File: config.mk
export PLATFORM = sky130hd
export DESIGN_NAME = dpath_bist
export DESIGN_NICKNAME = d
export VERILOG_FILES = /design/src/rtl/dpb_pkg.sv /design/src/rtl/dpb_pn_src.sv /design/src/rtl/dpb_misr.sv /design/src/rtl/dpb_seq.sv /design/src/rtl/dpath_bist.sv
export SDC_FILE = /design/constraint.sdc
export NUM_CORES = 1
export LEC_CHECK = 0
export BUFFER_PORTS_ARGS = -buffer_cell sky130_fd_sc_hd__buf_4
export CAP_MARGIN = 30
export CORE_MARGIN = 2
export CORE_UTILIZATION = 52
export DETAILED_ROUTE_END_ITERATION = 10
export PLACE_DENSITY_LB_ADDON = 0.08
export SLEW_MARGIN = 25
export SYNTH_ARGS = -nofsm -noshare
export SYNTH_HDL_FRONTEND = slang
export SYNTH_SLANG_ARGS = --single-unit
File: constraint.sdc
create_clock -name clk -period 2.3 [get_ports clk]
set_input_delay 0.23 -clock clk [delete_from_list [all_inputs] [get_ports clk]]
set_output_delay 0.23 -clock clk [all_outputs]
set_load 0.02 [all_outputs]
File: src/rtl/dpb_pkg.sv
package dpb_pkg;

    typedef enum logic [2:0] {
        ST_IDLE,
        ST_PRIME,
        ST_STREAM,
        ST_FLUSH,
        ST_JUDGE
    } seq_state_t;

    localparam int          SIG_W    = 16;
    localparam logic [15:0] SIG_POLY = 16'h1021;

    localparam logic [7:0] ADDR_CTRL   = 8'h0E;
    localparam logic [7:0] ADDR_SIG_LO = 8'h24;
    localparam logic [7:0] ADDR_SIG_HI = 8'h25;

    localparam int BIT_EN   = 0;
    localparam int BIT_INIT = 2;
    localparam int BIT_DONE = 6;
    localparam int BIT_PASS = 7;

endpackage

File: src/rtl/dpb_pn_src.sv
module dpb_pn_src #(
    parameter int               PN_LEN = 23,
    parameter int               PN_TAP = 18,
    parameter int               OUT_W  = 16,
    parameter logic [PN_LEN-1:0] SEED  = '1
) (
    input  logic             clk,
    input  logic             rst_n,
    input  logic             reseed,
    input  logic             step,
    output logic [OUT_W-1:0] word
);

    logic [PN_LEN-1:0] lfsr_q;

    always_ff @(posedge clk or negedge rst_n) begin
        if (!rst_n) begin
            lfsr_q <= SEED;
        end else if (reseed) begin
            lfsr_q <= SEED;
        end else if (step) begin
            lfsr_q <= {lfsr_q[PN_LEN-2:0], lfsr_q[PN_LEN-1] ^ lfsr_q[PN_TAP-1]};
        end
    end

    always_comb begin
        word = '0;
        for (int i = 0; i < OUT_W; i++) begin
            word[i] = lfsr_q[i % PN_LEN];
        end
    end

    // the source only moves when stepped or reloaded
    assert_pn_hold_R2: assert property (@(posedge clk) disable iff (!rst_n)
        (!reseed && !step) |=> $stable(lfsr_q));

    // a reload lands the seed
    assert_pn_reseed_R2: assert property (@(posedge clk) disable iff (!rst_n)
        reseed |=> (lfsr_q == SEED));

endmodule

File: src/rtl/dpb_misr.sv
module dpb_misr #(
    parameter int              SIG_W = 16,
    parameter int              IN_W  = 16,
    parameter logic [SIG_W-1:0] POLY = 16'h1021
) (
    input  logic             clk,
    input  logic             rst_n,
    input  logic             clear,
    input  logic             fold,
    input  logic [IN_W-1:0]  din,
    output logic [SIG_W-1:0] sig
);

    logic [SIG_W-1:0] sig_q;
    logic [SIG_W-1:0] din_x;
    logic [SIG_W-1:0] sig_d;

    // Wider inputs wrap onto the signature width by XOR
    always_comb begin
        din_x = '0;
        for (int i = 0; i < IN_W; i++) begin
            din_x[i % SIG_W] = din_x[i % SIG_W] ^ din[i];
        end
    end

    always_comb begin
        sig_d = {sig_q[SIG_W-2:0], 1'b0} ^ (sig_q[SIG_W-1] ? POLY : '0) ^ din_x;
    end

    always_ff @(posedge clk or negedge rst_n) begin
        if (!rst_n) begin
            sig_q <= '0;
        end else if (clear) begin
            sig_q <= '0;
        end else if (fold) begin
            sig_q <= sig_d;
        end
    end

    assign sig = sig_q;

    // signature starts from zero at each run
    assert_sig_clear_R4: assert property (@(posedge clk) disable iff (!rst_n)
        clear |=> (sig_q == '0));

    // signature is frozen outside the compression window
    assert_sig_frozen_R4: assert property (@(posedge clk) disable iff (!rst_n)
        (!clear && !fold) |=> $stable(sig_q));

endmodule

File: src/rtl/dpb_seq.sv
module dpb_seq
    import dpb_pkg::*;
#(
    parameter int               RUN_LEN  = 512,
    parameter int               PATH_LAT = 4,
    parameter logic [SIG_W-1:0] EXP_SIG  = '0
) (
    input  logic             clk,
    input  logic             rst_n,
    input  logic             req_start,
    input  logic [SIG_W-1:0] sig,
    output logic             start,
    output logic             busy,
    output logic             inject,
    output logic             compress,
    output logic             done,
    output logic             pass
);

    localparam int LAST   = RUN_LEN + PATH_LAT - 1;
    localparam int CNT_W  = $clog2(LAST + 2);
    localparam logic [CNT_W-1:0] C_PRIME_END  = CNT_W'(PATH_LAT - 1);
    localparam logic [CNT_W-1:0] C_STREAM_END = CNT_W'(RUN_LEN - 1);
    localparam logic [CNT_W-1:0] C_FLUSH_END  = CNT_W'(LAST);

    seq_state_t       state_q, state_d;
    logic [CNT_W-1:0] cyc_q;
    logic             done_q, pass_q;
    logic             judge;

    // State register
    always_ff @(posedge clk or negedge rst_n) begin
        if (!rst_n) begin
            state_q <= ST_IDLE;
        end else begin
            state_q <= state_d;
        end
    end

    // Next state
    always_comb begin
        state_d = state_q;
        unique case (state_q)
            ST_IDLE:   if (req_start)              state_d = ST_PRIME;
            ST_PRIME:  if (cyc_q == C_PRIME_END)   state_d = ST_STREAM;
            ST_STREAM: if (cyc_q == C_STREAM_END)  state_d = ST_FLUSH;
            ST_FLUSH:  if (cyc_q == C_FLUSH_END)   state_d = ST_JUDGE;
            ST_JUDGE:                              state_d = ST_IDLE;
            default:                               state_d = ST_IDLE;
        endcase
    end

    // Outputs decoded from the state
    always_comb begin
        start    = 1'b0;
        busy     = 1'b1;
        inject   = 1'b0;
        compress = 1'b0;
        judge    = 1'b0;
        unique case (state_q)
            ST_IDLE: begin
                busy  = 1'b0;
                start = req_start;
            end
            ST_PRIME:  inject = 1'b1;
            ST_STREAM: begin
                inject   = 1'b1;
                compress = 1'b1;
            end
            ST_FLUSH:  compress = 1'b1;
            ST_JUDGE:  judge = 1'b1;
            default:   busy = 1'b0;
        endcase
    end

    // Cycle counter since start
    always_ff @(posedge clk or negedge rst_n) begin
        if (!rst_n) begin
            cyc_q <= '0;
        end else if (start) begin
            cyc_q <= '0;
        end else if (inject || compress) begin
            cyc_q <= cyc_q + 1'b1;
        end
    end

    // Result status
    always_ff @(posedge clk or negedge rst_n) begin
        if (!rst_n) begin
            done_q <= 1'b0;
            pass_q <= 1'b0;
        end else if (start) begin
            done_q <= 1'b0;
            pass_q <= 1'b0;
        end else if (judge) begin
            done_q <= 1'b1;
            pass_q <= (sig == EXP_SIG);
        end
    end

    assign done = done_q;
    assign pass = pass_q;

    // the counter never runs past the drain window
    assert_cyc_bound_R3: assert property (@(posedge clk) disable iff (!rst_n)
        (state_q != ST_IDLE) |-> (cyc_q <= CNT_W'(LAST + 1)));

    // a run always ends with done raised
    assert_end_done_R3: assert property (@(posedge clk) disable iff (!rst_n)
        $fell(busy) |-> done_q);

    // status holds while idle and unstarted
    assert_status_hold_R7: assert property (@(posedge clk) disable iff (!rst_n)
        (state_q == ST_IDLE && !req_start) |=> ($stable(done_q) && $stable(pass_q)));

    // a request during a run never restarts it
    assert_no_restart_R8: assert property (@(posedge clk) disable iff (!rst_n)
        (state_q != ST_IDLE && req_start) |=> (state_q != ST_PRIME));

endmodule

File: src/rtl/dpath_bist.sv
module dpath_bist
    import dpb_pkg::*;
#(
    parameter int               W        = 8,
    parameter int               NCH      = 2,
    parameter int               RUN_LEN  = 512,
    parameter int               PATH_LAT = 4,
    parameter int               PN_LEN   = 23,
    parameter int               PN_TAP   = 18,
    parameter logic [PN_LEN-1:0] PN_SEED = '1,
    parameter logic [SIG_W-1:0] EXP_SIG  = '0
) (
    input  logic              clk,
    input  logic              rst_n,
    input  logic              wr_en,
    input  logic [7:0]        wr_addr,
    input  logic [7:0]        wr_data,
    input  logic [7:0]        rd_addr,
    output logic [7:0]        rd_data,
    input  logic [NCH*W-1:0]  conv_data,
    output logic [NCH*W-1:0]  head_data,
    input  logic [NCH*W-1:0]  tail_data
);

    localparam int DW = NCH * W;

    logic             ctrl_hit;
    logic             req_start;
    logic             start, busy, inject, compress, done, pass;
    logic             init_q;
    logic [DW-1:0]    pn_word;
    logic [SIG_W-1:0] sig;

    assign ctrl_hit  = wr_en && (wr_addr == ADDR_CTRL);
    assign req_start = ctrl_hit && wr_data[BIT_EN];

    // Init bit latches only on writes accepted while idle
    always_ff @(posedge clk or negedge rst_n) begin
        if (!rst_n) begin
            init_q <= 1'b0;
        end else if (ctrl_hit && !busy) begin
            init_q <= wr_data[BIT_INIT];
        end
    end

    dpb_seq #(
        .RUN_LEN  (RUN_LEN),
        .PATH_LAT (PATH_LAT),
        .EXP_SIG  (EXP_SIG)
    ) u_seq (
        .clk       (clk),
        .rst_n     (rst_n),
        .req_start (req_start),
        .sig       (sig),
        .start     (start),
        .busy      (busy),
        .inject    (inject),
        .compress  (compress),
        .done      (done),
        .pass      (pass)
    );

    dpb_pn_src #(
        .PN_LEN (PN_LEN),
        .PN_TAP (PN_TAP),
        .OUT_W  (DW),
        .SEED   (PN_SEED)
    ) u_pn (
        .clk    (clk),
        .rst_n  (rst_n),
        .reseed (start && wr_data[BIT_INIT]),
        .step   (inject),
        .word   (pn_word)
    );

    dpb_misr #(
        .SIG_W (SIG_W),
        .IN_W  (DW),
        .POLY  (SIG_POLY)
    ) u_misr (
        .clk   (clk),
        .rst_n (rst_n),
        .clear (start),
        .fold  (compress),
        .din   (tail_data),
        .sig   (sig)
    );

    assign head_data = inject ? pn_word : conv_data;

    always_comb begin
        rd_data = 8'h00;
        unique case (rd_addr)
            ADDR_CTRL: begin
                rd_data[BIT_EN]   = busy;
                rd_data[BIT_INIT] = init_q;
                rd_data[BIT_DONE] = done;
                rd_data[BIT_PASS] = pass;
            end
            ADDR_SIG_LO: rd_data = sig[7:0];
            ADDR_SIG_HI: rd_data = sig[15:8];
            default:     rd_data = 8'h00;
        endcase
    end

    // idle path carries converter data
    assert_passthru_R1: assert property (@(posedge clk) disable iff (!rst_n)
        !busy |-> (head_data == conv_data));

    // init cannot change under a running test
    assert_init_locked_R8: assert property (@(posedge clk) disable iff (!rst_n)
        (busy && $past(busy)) |-> $stable(init_q));

endmodule

==> results.py <==
metrics = {
    "run_status": {
        "status": "finished clean",
    },
    "critical_path": {
        "rr_endpoint": "u_pn.lfsr_q[21]",
        "worstPathCellList": "xnor2_1 -> nor2_4 -> buf_12 -> mux2_2 -> buf_4",
        "critPathLaunch": "u_seq.state_q[1]",
        "critical_path.endpoint": "head_data[13]",
        "critPathCaptureType": "output port",
        "timing.rr.start": "u_seq.state_q[1]",
        "rrSetupSlack_ns": 0.44,
        "critPathLaunchType": "flip-flop",
        "crit_path_max_fanout": 39,
        "max_stage_delay_ns": 0.50,
        "worstSetupPathType": "flip-flop to output port",
        "cp_data_required_time_ns": 2.07,
        "crit_arrival_ns": 1.93,
        "crit_slowest_cell": "dfrtp_1",
        "r2r_cells": 5,
    },
    "flow_run": {
        "drv_cap": 0,
    },
    "logic_synthesis": {
        "async_flop_share_pct": 100,
        "synth_area_leaders": "dfrtp_1 27%, dfstp_2 20%, mux2i_1 8.4%, xnor2_1 7.3%, mux2_2 6.4%",
        "synth_common_cells": "43 x nor2_1, 35 x nand2_1, 32 x dfrtp_1, 25 x mux2i_1, 25 x xnor2_1",
        "ys.flop_type": "dfrtp_1",
        "ys_warn_count": 0,
        "synth_most_common_cell": "nor2_1",
        "synthCells": 294,
        "synth-seq-cells": 55,
        "yosys.area.top_type_share_pct": 26.8,
        "synth_largest_area_cell": "dfrtp_1",
        "synth-edff-count": 0,
        "synth_fp_nets": 354,
        "syn_avg_cell_area_um2": 10.2,
        "syn-cell-area_um2": 2990,
        "yosysUniqueCellTypes": 40,
        "seq_area_frac_synth_pct": 47.0,
    },
    "sta": {
        "relSlewSlack_pct": 54.6,
        "fmax_mhz": 463,
        "finalHoldViolCount": 0,
        "tns_ns": 0,
        "fin_crit_ns": 2.16,
        "finalCritPeriodShare_pct": 93.8,
        "maxSlewViolCount": 0,
        "worstMarginPinSlew_ns": 0.681,
        "finalWorstSetupSlack_ns": 0.142,
        "finalClockSkew_ns": 0.00555,
        "rsz0062_at_grt": "no",
        "holdWs_ns": 0.161,
        "setup_viol": 0,
    },
    "floorplan": {
        "initial_core_util_pct": 54.0,
        "fp.dieW_um": 79.9,
        "io_pins": 83,
        "rows": 27,
        "coreArea_um2": 5540,
        "floorplan.die.height_um": 79.9,
        "die-area_um2": 6380,
    },
    "cts": {
        "cts_tree": "built",
        "insertion_delay_ns": 0.31,
        "cts.sinks": 55,
        "cts_max_level": 2,
        "cts_made_buffers": 5,
        "cts_resized": 0,
        "cts_root_buf": "clkbuf_8",
        "cts_setup_buffers": 0,
        "clk_pin_slew_worst_paths_ns": 0.10,
        "clk_path_buf_depth": 2,
        "hold_buffers": 1,
    },
    "power": {
        "seqPwrFrac_pct": 47.9,
        "clkPwrFrac_pct": 15.0,
        "p_switching_uw": 1430,
        "power_density_nw_per_um2": 1060,
        "power_uw": 3930,
        "p_int_uw": 2500,
        "power_leakage_uw": 0.00187,
        "combPwrFrac_pct": 37.2,
        "vdd_drop_max_mv": 0.518,
        "swShare_pct": 36.3,
    },
    "route": {
        "ant_nets": 0,
        "wirelength_um": 6250,
        "drt_iter0_drc": 111,
        "post_drt_wl_per_cell_um": 14.3,
        "viasPerCell": 5.35,
        "vias": 2340,
        "drc": 0,
        "first_pass_iters": 6,
    },
    "global_route": {
        "overflow": 0,
        "grt_max_degree": 56,
        "grt_pass1_wl_um": 10200,
        "grt_use_total_pct": 20.4,
        "antenna_found_initial": 0,
        "grt_pass1_vias": 2259,
    },
    "layout": {
        "drive_above_1_share_pct": 35.9,
        "nets": 424,
        "syn_to_final_growth_pct": 24.3,
        "stdcell_count": 437,
        "antenna_cells": 0,
    },
    "placement": {
        "numPlacedInstances": 428,
        "place_ws_ns": 0.444,
        "place.gp.congestion": 0.801,
        "place_hpwl_um": 4340,
        "port-buffer-count": 76,
    },
    "hold_path": {
        "hp-class": "input port to flip-flop",
    },
}
-- flip-flops by register name (all words and copies together), names as in the netlist --
name	flops
u_seq.state_q	3
u_seq.done	1
init_q	1
u_seq.pass	1
u_misr.sig	16
u_pn.lfsr_q	23
u_seq.cyc_q	10
-- worst min-delay path by stage --
stage	startpoint	endpoint	slack (ns)	depth (start not counted)
after global routing	wr_data[2]	init_q	0.15	2
after CTS	wr_data[2]	init_q	0.16	2
after global placement	rst_n	u_misr.sig[7]	0.31	1
after detailed placement	rst_n	u_misr.sig[0]	0.32	1
final	wr_data[2]	init_q	0.16	2
after floorplan	rst_n	init_q	-0.07	0
-- power by group through the flow --
stage	Clock [uW]	Combinational, uW	Sequential [uW]
CTS	600	1480	1880
finish	589	1460	1880
detailed placement	0	1460	1900
floorplan	0	1110	1750
global route	643	1630	1950
global placement	0	1410	1890
-- cell usage in the layout, fill, tap and decap left out, types with 5 or more instances in the layout --
| cell type | instances |
|---|---|
| nand2_1 | 35 |
| mux2i_1 | 25 |
| mux2_2 | 17 |
| dfrtp_1 | 32 |
| xnor2_1 | 25 |
| xor2_1 | 6 |
| dfstp_2 | 23 |
| nor2_1 | 42 |
| buf_4 | 80 |
| clkbuf_8 | 5 |
| nor4_1 | 8 |
| a21oi_1 | 15 |
| inv_1 | 6 |
| nand4_1 | 6 |
-- stage by stage --
stage,util (%),instance area (um2)
after floorplan,-,2990
after global placement,65.1,3610
after detailed placement,65.1,3610
after CTS,67.1,3720
after global routing,67.1,3720
final,67.1,3720
-- critical path, delay by kind of cell, from the launching register on --
kind | cells | cell delay, ns
multiplexers | 1 | 0.37
AND/OR/NAND/NOR | 1 | 0.12
flip-flops | 1 | 0.50
XOR/XNOR | 1 | 0.20
buffers and inverters | 2 | 0.41
-- cell type report --
cell class              instances  area (um2)
fillers                       455        1820
inverters                       6        22.5
clock buffers                   8         101
multi-input cells             214        1470
flip-flops and latches         55        1410
repair buffers                 82         631
well taps                      72        90.1
-- cells by family after synthesis --
logic type | Yosys count | share of synthesized area (%)
buffers and inverters | 25 | 4.22
AO/OA/AOI/OAI | 30 | 6.90
multiplexers | 42 | 14.8
adder cells (fa/ha/maj) | 1 | 0.418
AND/OR/NAND/NOR | 110 | 17.6
XOR/XNOR | 31 | 9.08
flip-flops | 55 | 47.0
-- routing by layer --
metal	vias up	GRT usage, %	part of all wire [%]
met3	11	4.30	6.8
met1	1103	27.3	45
met2	75	33.6	46
met4	0	6.10	1.4
li1	1151	-	-
met5	-	0	0
Note: power is estimated with default switching activity, not from simulation.
